<file path="src/rtl/pdm_pkg.sv">
// Shared definitions for the sliding-table address unit.
// Mode encoding: bit 1 selects the step amount (0 = one word, 1 = offset),
// bit 0 selects the direction of the pointer update (0 = up, 1 = down).
package pdm_pkg;

    typedef enum logic [1:0] {
        PDM_WORD_UP  = 2'b00,
        PDM_WORD_DN  = 2'b01,
        PDM_OFFS_UP  = 2'b10,
        PDM_OFFS_DN  = 2'b11
    } pdm_mode_e;

    // Bytes per table word.
    localparam int PDM_WORD_BYTES = 2;

endpackage

</file>
<file path="src/rtl/pdm_addr_calc.sv">
// Combinational pointer arithmetic.
// Computes the next pointer and the mirror write-back address from the current
// pointer, the offset register and the mode. The write-back address applies the
// same amount as the pointer update, in the opposite direction.
// Assumes: all arithmetic wraps modulo 2^PW.
module pdm_addr_calc
    import pdm_pkg::*;
#(
    parameter int PW = 16
) (
    input  logic [PW-1:0] ptr_i,
    input  logic [PW-1:0] off_i,
    input  pdm_mode_e     mode_i,
    output logic [PW-1:0] nxt_ptr_o,
    output logic [PW-1:0] wb_addr_o
);

    localparam logic [PW-1:0] WORD_STEP = PW'(PDM_WORD_BYTES);

    logic [PW-1:0] amount;
    logic          go_down;
    logic [PW-1:0] ptr_plus;
    logic [PW-1:0] ptr_minus;

    // Select the step amount from the mode.
    always_comb begin
        amount  = mode_i[1] ? off_i : WORD_STEP;
        go_down = mode_i[0];
    end

    // Form both directions once, then steer them to the two results.
    always_comb begin
        ptr_plus  = ptr_i + amount;
        ptr_minus = ptr_i - amount;
        nxt_ptr_o = go_down ? ptr_minus : ptr_plus;
        wb_addr_o = go_down ? ptr_plus  : ptr_minus;
    end

endmodule

</file>
<file path="src/rtl/pdm_regs.sv">
// Pointer and offset registers.
// Loads take effect on the clock edge. A step advances the pointer only when
// adv_i is high; the caller guarantees adv_i is low in any load cycle.
// The offset is kept even by dropping bit 0 of the load value.
// Assumes: synchronous active-low reset.
module pdm_regs #(
    parameter int PW = 16
) (
    input  logic          clk,
    input  logic          rst_n,
    input  logic          ld_ptr_i,
    input  logic [PW-1:0] ld_ptr_val_i,
    input  logic          ld_off_i,
    input  logic [PW-1:0] ld_off_val_i,
    input  logic          adv_i,
    input  logic [PW-1:0] nxt_ptr_i,
    output logic [PW-1:0] ptr_o,
    output logic [PW-1:0] off_o
);

    // Pointer: reset, load, or step advance.
    always_ff @(posedge clk) begin
        if (!rst_n) begin
            ptr_o <= '0;
        end else if (ld_ptr_i) begin
            ptr_o <= ld_ptr_val_i;
        end else if (adv_i) begin
            ptr_o <= nxt_ptr_i;
        end
    end

    // Offset: reset or load with bit 0 cleared.
    always_ff @(posedge clk) begin
        if (!rst_n) begin
            off_o <= '0;
        end else if (ld_off_i) begin
            off_o <= {ld_off_val_i[PW-1:1], 1'b0};
        end
    end

endmodule

</file>
<file path="src/rtl/pdm_word_mem.sv">
// Word memory with one asynchronous read port and one synchronous write port.
// Ports take word indices; the caller drops the byte-select bit.
// Assumes: contents are not reset and are initialised through the write port.
module pdm_word_mem #(
    parameter int DW    = 16,
    parameter int DEPTH = 64,
    localparam int IW   = $clog2(DEPTH)
) (
    input  logic          clk,
    input  logic          we_i,
    input  logic [IW-1:0] waddr_i,
    input  logic [DW-1:0] wdata_i,
    input  logic [IW-1:0] raddr_i,
    output logic [DW-1:0] rdata_o
);

    logic [DW-1:0] mem_q [DEPTH];

    // Write one word on the clock edge.
    always_ff @(posedge clk) begin
        if (we_i) begin
            mem_q[waddr_i] <= wdata_i;
        end
    end

    // Present the addressed word without delay.
    always_comb begin
        rdata_o = mem_q[raddr_i];
    end

endmodule

</file>
<file path="src/rtl/pdm_addr_unit.sv">
// Sliding-table operand address unit (top).
// Each step reads the word at the pointer, moves the pointer per mode and,
// on the same edge, writes the read word to the mirror-image address. A load
// cycle (pointer, offset or memory) suppresses the step entirely, and the load
// port owns the single memory write port in that cycle.
// Assumes: byte addressing with 2-byte words; memory index is pointer
// bits [IW:1], so addresses wrap modulo the memory size.
module pdm_addr_unit
    import pdm_pkg::*;
#(
    parameter int PW    = 16,
    parameter int DW    = 16,
    parameter int DEPTH = 64
) (
    input  logic          clk,
    input  logic          rst_n,
    input  logic          step_i,
    input  logic [1:0]    mode_i,
    input  logic          ld_ptr_i,
    input  logic [PW-1:0] ld_ptr_val_i,
    input  logic          ld_off_i,
    input  logic [PW-1:0] ld_off_val_i,
    input  logic          ld_mem_i,
    input  logic [PW-1:0] ld_addr_i,
    input  logic [DW-1:0] ld_data_i,
    output logic [DW-1:0] rd_data_o,
    output logic [PW-1:0] ptr_o,
    output logic [PW-1:0] wb_addr_o
);

    localparam int IW = $clog2(DEPTH);

    logic          any_ld;
    logic          step_go;
    pdm_mode_e     mode_e;
    logic [PW-1:0] ptr_q;
    logic [PW-1:0] off_q;
    logic [PW-1:0] nxt_ptr;
    logic [PW-1:0] wb_addr;
    logic [DW-1:0] rd_word;
    logic          mem_we;
    logic [IW-1:0] mem_waddr;
    logic [DW-1:0] mem_wdata;
    logic          unused_addr_bits;

    // Loads win over a step in the same cycle.
    always_comb begin
        any_ld  = ld_ptr_i | ld_off_i | ld_mem_i;
        step_go = step_i & ~any_ld;
        mode_e  = pdm_mode_e'(mode_i);
    end

    pdm_regs #(.PW(PW)) u_regs (
        .clk          (clk),
        .rst_n        (rst_n),
        .ld_ptr_i     (ld_ptr_i),
        .ld_ptr_val_i (ld_ptr_val_i),
        .ld_off_i     (ld_off_i),
        .ld_off_val_i (ld_off_val_i),
        .adv_i        (step_go),
        .nxt_ptr_i    (nxt_ptr),
        .ptr_o        (ptr_q),
        .off_o        (off_q)
    );

    pdm_addr_calc #(.PW(PW)) u_calc (
        .ptr_i     (ptr_q),
        .off_i     (off_q),
        .mode_i    (mode_e),
        .nxt_ptr_o (nxt_ptr),
        .wb_addr_o (wb_addr)
    );

    // Share the memory write port: the load port first, else the write-back.
    always_comb begin
        mem_we    = ld_mem_i | step_go;
        mem_waddr = ld_mem_i ? ld_addr_i[IW:1] : wb_addr[IW:1];
        mem_wdata = ld_mem_i ? ld_data_i : rd_word;
    end

    pdm_word_mem #(.DW(DW), .DEPTH(DEPTH)) u_mem (
        .clk     (clk),
        .we_i    (mem_we),
        .waddr_i (mem_waddr),
        .wdata_i (mem_wdata),
        .raddr_i (ptr_q[IW:1]),
        .rdata_o (rd_word)
    );

    // Byte-select and wrap bits of the load address carry no meaning.
    always_comb begin
        unused_addr_bits = ^{ld_addr_i[0], ld_addr_i[PW-1:IW+1]};
    end

    // Drive the outputs.
    always_comb begin
        rd_data_o = rd_word;
        ptr_o     = ptr_q;
        wb_addr_o = wb_addr;
    end

endmodule

</file>
<file path="config.mk">
export PLATFORM = sky130hd
export DESIGN_NAME = pdm_addr_unit
export DESIGN_NICKNAME = d
export VERILOG_FILES = /design/src/rtl/pdm_pkg.sv /design/src/rtl/pdm_addr_calc.sv /design/src/rtl/pdm_regs.sv /design/src/rtl/pdm_word_mem.sv /design/src/rtl/pdm_addr_unit.sv
export SDC_FILE = /design/constraint.sdc
export NUM_CORES = 1
export LEC_CHECK = 0
export CAP_MARGIN = 0
export CORE_MARGIN = 5
export CORE_UTILIZATION = 50
export CTS_BUF_LIST = sky130_fd_sc_hd__clkbuf_8
export CTS_CLUSTER_DIAMETER = 50
export DETAILED_ROUTE_END_ITERATION = 10
export PLACE_DENSITY_LB_ADDON = 0.3
export SLEW_MARGIN = 20
export SYNTH_ARGS = -nofsm -noshare
export SYNTH_HDL_FRONTEND = slang
export SYNTH_HIERARCHICAL = 1
export SYNTH_SLANG_ARGS = --single-unit
</file>
<file path="constraint.sdc">
create_clock -name clk -period 10.75 [get_ports clk]
set_input_delay 2.6875 -clock clk [delete_from_list [all_inputs] [get_ports clk]]
set_output_delay 2.6875 -clock clk [all_outputs]
set_load 0.01 [all_outputs]
</file>
After elaboration in Yosys (flattened, before gate mapping). Memory sizes are Yosys's and may differ from the RTL's. A register that Yosys moved wholly into a read port is not among the register bits. Cells that the tools add are included.

Memory bits (writable): 1024. Input bits: 72. Output and inout bits: 48. Memories: 1. Flip-flop bits (word level): 31.

Memories: u_mem.mem_q (words 64, width 16, rd ports 1, clocked after Yosys merged registers in 1, wr ports 1, RTL line pdm_word_mem.sv:17) `logic [DW-1:0] mem_q [DEPTH];`.

Muxes and demuxes: 11. Add/subtract/negate cells: 2. Reduce and logical (&&, ||, !) cells: 1. Bitwise operators: 5.

Operators with widths (number): 16-bit two-way mux (6); 6-bit two-way mux (3); 16-bit adder (1); 16-bit subtractor (1); 1-bit OR (3); 1-bit two-way mux (2); 2-bit nonzero test (1); 1-bit bitwise AND (1); 1-bit inverter (1).

Logic depth before layout (Yosys ltp). Gate-level depths: netlist of the first run.

Word-level depth: 8. Mapped depth: 16.

Cells and area by module. Netlist of the first run, hierarchy kept.

Modules (own cells, without submodules): pdm_word_mem (area each 39721.8 um^2, cells an instance 1813, sequential area each 30749.5 um^2, times used 1); pdm_addr_calc (area each 1905.6 um^2, cells an instance 266, sequential area each 0.0 um^2, times used 1); pdm_regs (area each 1423.9 um^2, cells an instance 121, sequential area each 620.6 um^2, times used 1); pdm_addr_unit (area each 402.9 um^2, cells an instance 28, sequential area each 0.0 um^2, times used 1).

Worst setup path after synthesis of the first run. No wires, ideal clock.

Path type: input to output. Start: input mode_i[1]. End: output wb_addr_o[14]. Data required time: 8.062 ns. Cell stages on the path: 9. Buffers on the path: 1. Arrival: 4.688 ns. Slack: 3.375 ns. Cell sequence: clkbuf_1 > nand2_1 > ha_1 > o21bai_1 > a221oi_2 > o221ai_2 > a2111oi_2 > mux2i_1 > xnor2_1.

Word-level cells in the longest chain between the ends: 3.

Ends and longest elaborated chain: start: declaration (RTL line pdm_addr_unit.sv:18) `input logic [1:0] mode_i,`; 16-bit two-way mux * (RTL line pdm_addr_calc.sv:27) `amount = mode_i[1] ? off_i : WORD_STEP;`; 16-bit subtractor / 16-bit adder (equally long branches) (RTL line pdm_addr_calc.sv:34, pdm_addr_calc.sv:33); 16-bit two-way mux * (RTL line pdm_addr_calc.sv:36) `wb_addr_o = go_down ? ptr_plus : ptr_minus;`; end: declaration (RTL line pdm_addr_unit.sv:28) `output logic [PW-1:0] wb_addr_o`.

Every way passes the cells marked *; elsewhere a longest branch is shown, timed or not.

Worst setup path in the final report of the first run. Same ends and word-level chain as after synthesis.

==> results.txt, run 1 <==
P_sw: 2.21 mW
pre-CTS setup slack: 1.58 ns
Worst setup EP type: output port
post-DP HPWL: 60.5 mm
Worst VDD drop: 0.162 mV
Slew Limit Fails: 0
FF+latch count, synth: 1055
Resized cells post-CTS: 0
initial drt markers: 2198
worst path cell trace: clkdlybuf4s50_1 > nand2b_1 > fa_1 > nand2b_1 > a21oi_1 > o22ai_1 > o21ai_1 > a221o_1 > mux2i_1 > xnor2_1 > clkdlybuf4s50_1
Max Fanout on Critical Path: 16
CTS sink cnt: 1055
Post-synth EDFFs: 1024
H-tree depth: 4
# DRC: 0
Area Overhead vs Synth: 12.1%
setup TNS: 0 ns
CTS tree: yes
Final setup viols: 0
Pre-Repair DR Iteration Count: 5
r2r setup slk: 5.92 ns
Clock Latency Late Sink: 0.81 ns
yosys warns: 6
post-route ant nets: 0
Int Pwr: 6.59 mW
std cell rows: 108
final wirelength: 102 mm
WL/cell: 27.4 um
Final nets: 2553
share of total power in the clock network: 34.9%
root buf cell: clkbuf_8
die span in x: 305 um
Final Skew: 0.0321 ns
Final Cell Area: 48700 um2
CP peak stage delay: 0.98 ns
status: finished, final reports clean
WS Path Type: in -> out
setup repair after global routing missed its margin: false
Synth Area per Inst: 19.5 um2
sw frac: 25.1%
# IOs: 120
CTS Buf Count: 165
Most used DFF post-synth: edfxtp_1
pin count of the biggest net entering global routing: 127
vias post-DR: 22400
layout cells sized above 1: 23.4%
worst-margin pin slew: 1.13 ns
post-layout worst setup margin: 1.59 ns
sequential fraction of the synthesis area: 72.2%
Filler Cells Inserted: 6516
PortBufs: 108
Fin. Hold Viols: 0
placed cell area: 45700 um2
Fmax: 0.109 GHz
dpl cells: 3434
Post-CTS Hold Buffers: 0
critical path arrival: 6.48 ns
Leakage: 15.8 nW
gr usage total: 21.7%
total die area: 92900 um2
Worst setup SP type: input pin
Gate Count Post-Synth: 2228
Post-CTS Setup Inserts: 0
CP top delay family: buffers and inverters
Final Hold Slack: 0.526 ns
max cap viols: 0
buffer and inverter count on the worst path: 2
Clock Pin Slew Worst Setup and Hold Paths: 0.06 ns
Synthesized Nets: 2335
Core Box Area: 86500 um2
crit share post-route: 85.2%
cell taking the most area after synthesis: edfxtp_1
worst path required time: 8.06 ns
Netlist cell types: 72
Die Ht: 305 um
Synth top area share: 70.8%
Starting Density: 50.2%
Sequential Power Share: 53.9%
mapped cell area: 43500 um2
Logic pwr share: 11.2%
Max-slew headroom: 24.8%
initial antenna violation count: 3
Hold Path Class: reg -> reg
Area contributors post-synth: edfxtp_1, mux4_2, mux2i_1
global route total overflow: 0
Async S/R FF share, synth: 0%
P per Cell Area: 181 nW/um2
Layout Cells excl Fill: 3728
DR vias/cell: 6.01
post-route minimum period: 9.16 ns
clock buffer depth: 3
vias in the first global route: 22700
Max stage delay cell, worst path: clkdlybuf4s50_1
first-pass GRT wire length: 150 mm
gpl congestion: 0.845
flip-flops by register name (all words and copies together), names as in the netlist:
signal,flops
u_mem/mem_q,1024
u_regs/ptr_o,16
u_regs/off_o,15
synth_stat cells (31+ instances only):
library cell / n
a21oi_1: 36
a22oi_1: 39
buf_2: 44
clkbuf_1: 33
dfxtp_1: 31
edfxtp_1: 1024
ha_1: 33
mux2_2: 37
mux2i_1: 120
mux4_2: 220
nand2_1: 85
nor2_1: 91
nor2b_1: 47
cells in the final DEF (no fill, tap or decap), types with 37 or more instances in the layout:
master           Yosys  routed
a22oi_1             39      39
edfxtp_1          1024    1024
mux2_2              37      37
clkbuf_8             0     166
clkdlybuf4s50_1      0     107
buf_4               17      72
nand2_1             85      85
nor2b_1             47      44
mux4_2             220     220
nor2_1              91      82
clkinv_1             0      39
mux2i_1            120     120
inv_1               28      78
power groups by stage:
stage / Sequential, mW / Clock (mW) / Combinational, mW
4_1_cts: 4.75 / 3.15 / 0.988
3_5_place_dp: 4.83 / 0 / 0.985
6_report: 4.75 / 3.07 / 0.985
5_1_grt: 4.75 / 3.34 / 1.05
3_3_place_gp: 4.83 / 0 / 0.959
2_1_floorplan: 4.81 / 0 / 0.607
final timing paths:
path                    from                  to  cells after the start
max                mode_i[1]       wb_addr_o[14]                     11
max reg2reg  u_regs/ptr_o[3]  u_mem/mem_q[6][13]                      8
min          u_regs/off_o[4]     u_regs/off_o[4]                      2
min reg2reg  u_regs/off_o[4]     u_regs/off_o[4]                      2
area by class of cell:
cell class	instances	area [um2]	area share, %
Inverter	28	105	0.216
Clock inverter	126	704	1.45
Clock buffer	166	2280	4.69
Timing Repair Buffer	184	1700	3.48
Tap cell	1155	1450	2.97
Sequential cell	1055	31400	64.4
Antenna cell	2	5.00	0.0103
Multi-Input combinational cell	1012	11100	22.8
worst register-to-register path, stage by stage, from the launching register on:
cell and delay [ns]:
dfxtp_4 0.71, buf_4 0.78, mux4_2 0.43, mux2i_1 0.11, a22oi_1 0.47, a31oi_1 0.30, a311oi_1 0.76, mux2_2 0.29
buf_4 0.58
kinds of logic (layout without fill, tap and decap cells):
group,Yosys count,in the layout,synth area share [%]
AO/OA/AOI/OAI,216,216,3.75
adder cells (fa/ha/maj),35,35,1.04
AND/OR/NAND/NOR,322,322,3.69
buffers and inverters,161,504,2.40
XOR/XNOR,29,29,0.585
flip-flops,1055,1055,72.2
other,1,3,0.00863
multiplexers,409,409,16.3
layer usage:
metal	part of all wire, %	track usage (%)	wire [um]
met1	40	29.6	41000
met2	49	35.5	50400
met3	8.1	5.14	8230
met4	2.4	6.52	2470
met5	0	0	0
stage by stage:
| step | utilization, % | total power [mW] |
|---|---|---|
| CTS | 56.3 | 8.89 |
| global route | 56.3 | 9.14 |
| finish | 56.3 | 8.80 |
| floorplan | - | 5.42 |
| detailed placement | 52.9 | 5.82 |
| global placement | 52.9 | 5.79 |
Note: power is estimated with default switching activity, not from simulation.
==> run 2: changes to the inputs <==
Settings changed: TNS_END_PERCENT set to 30.
==> results of run 2 <==
Final layout, timing and power as in run 1 (identical DEF).
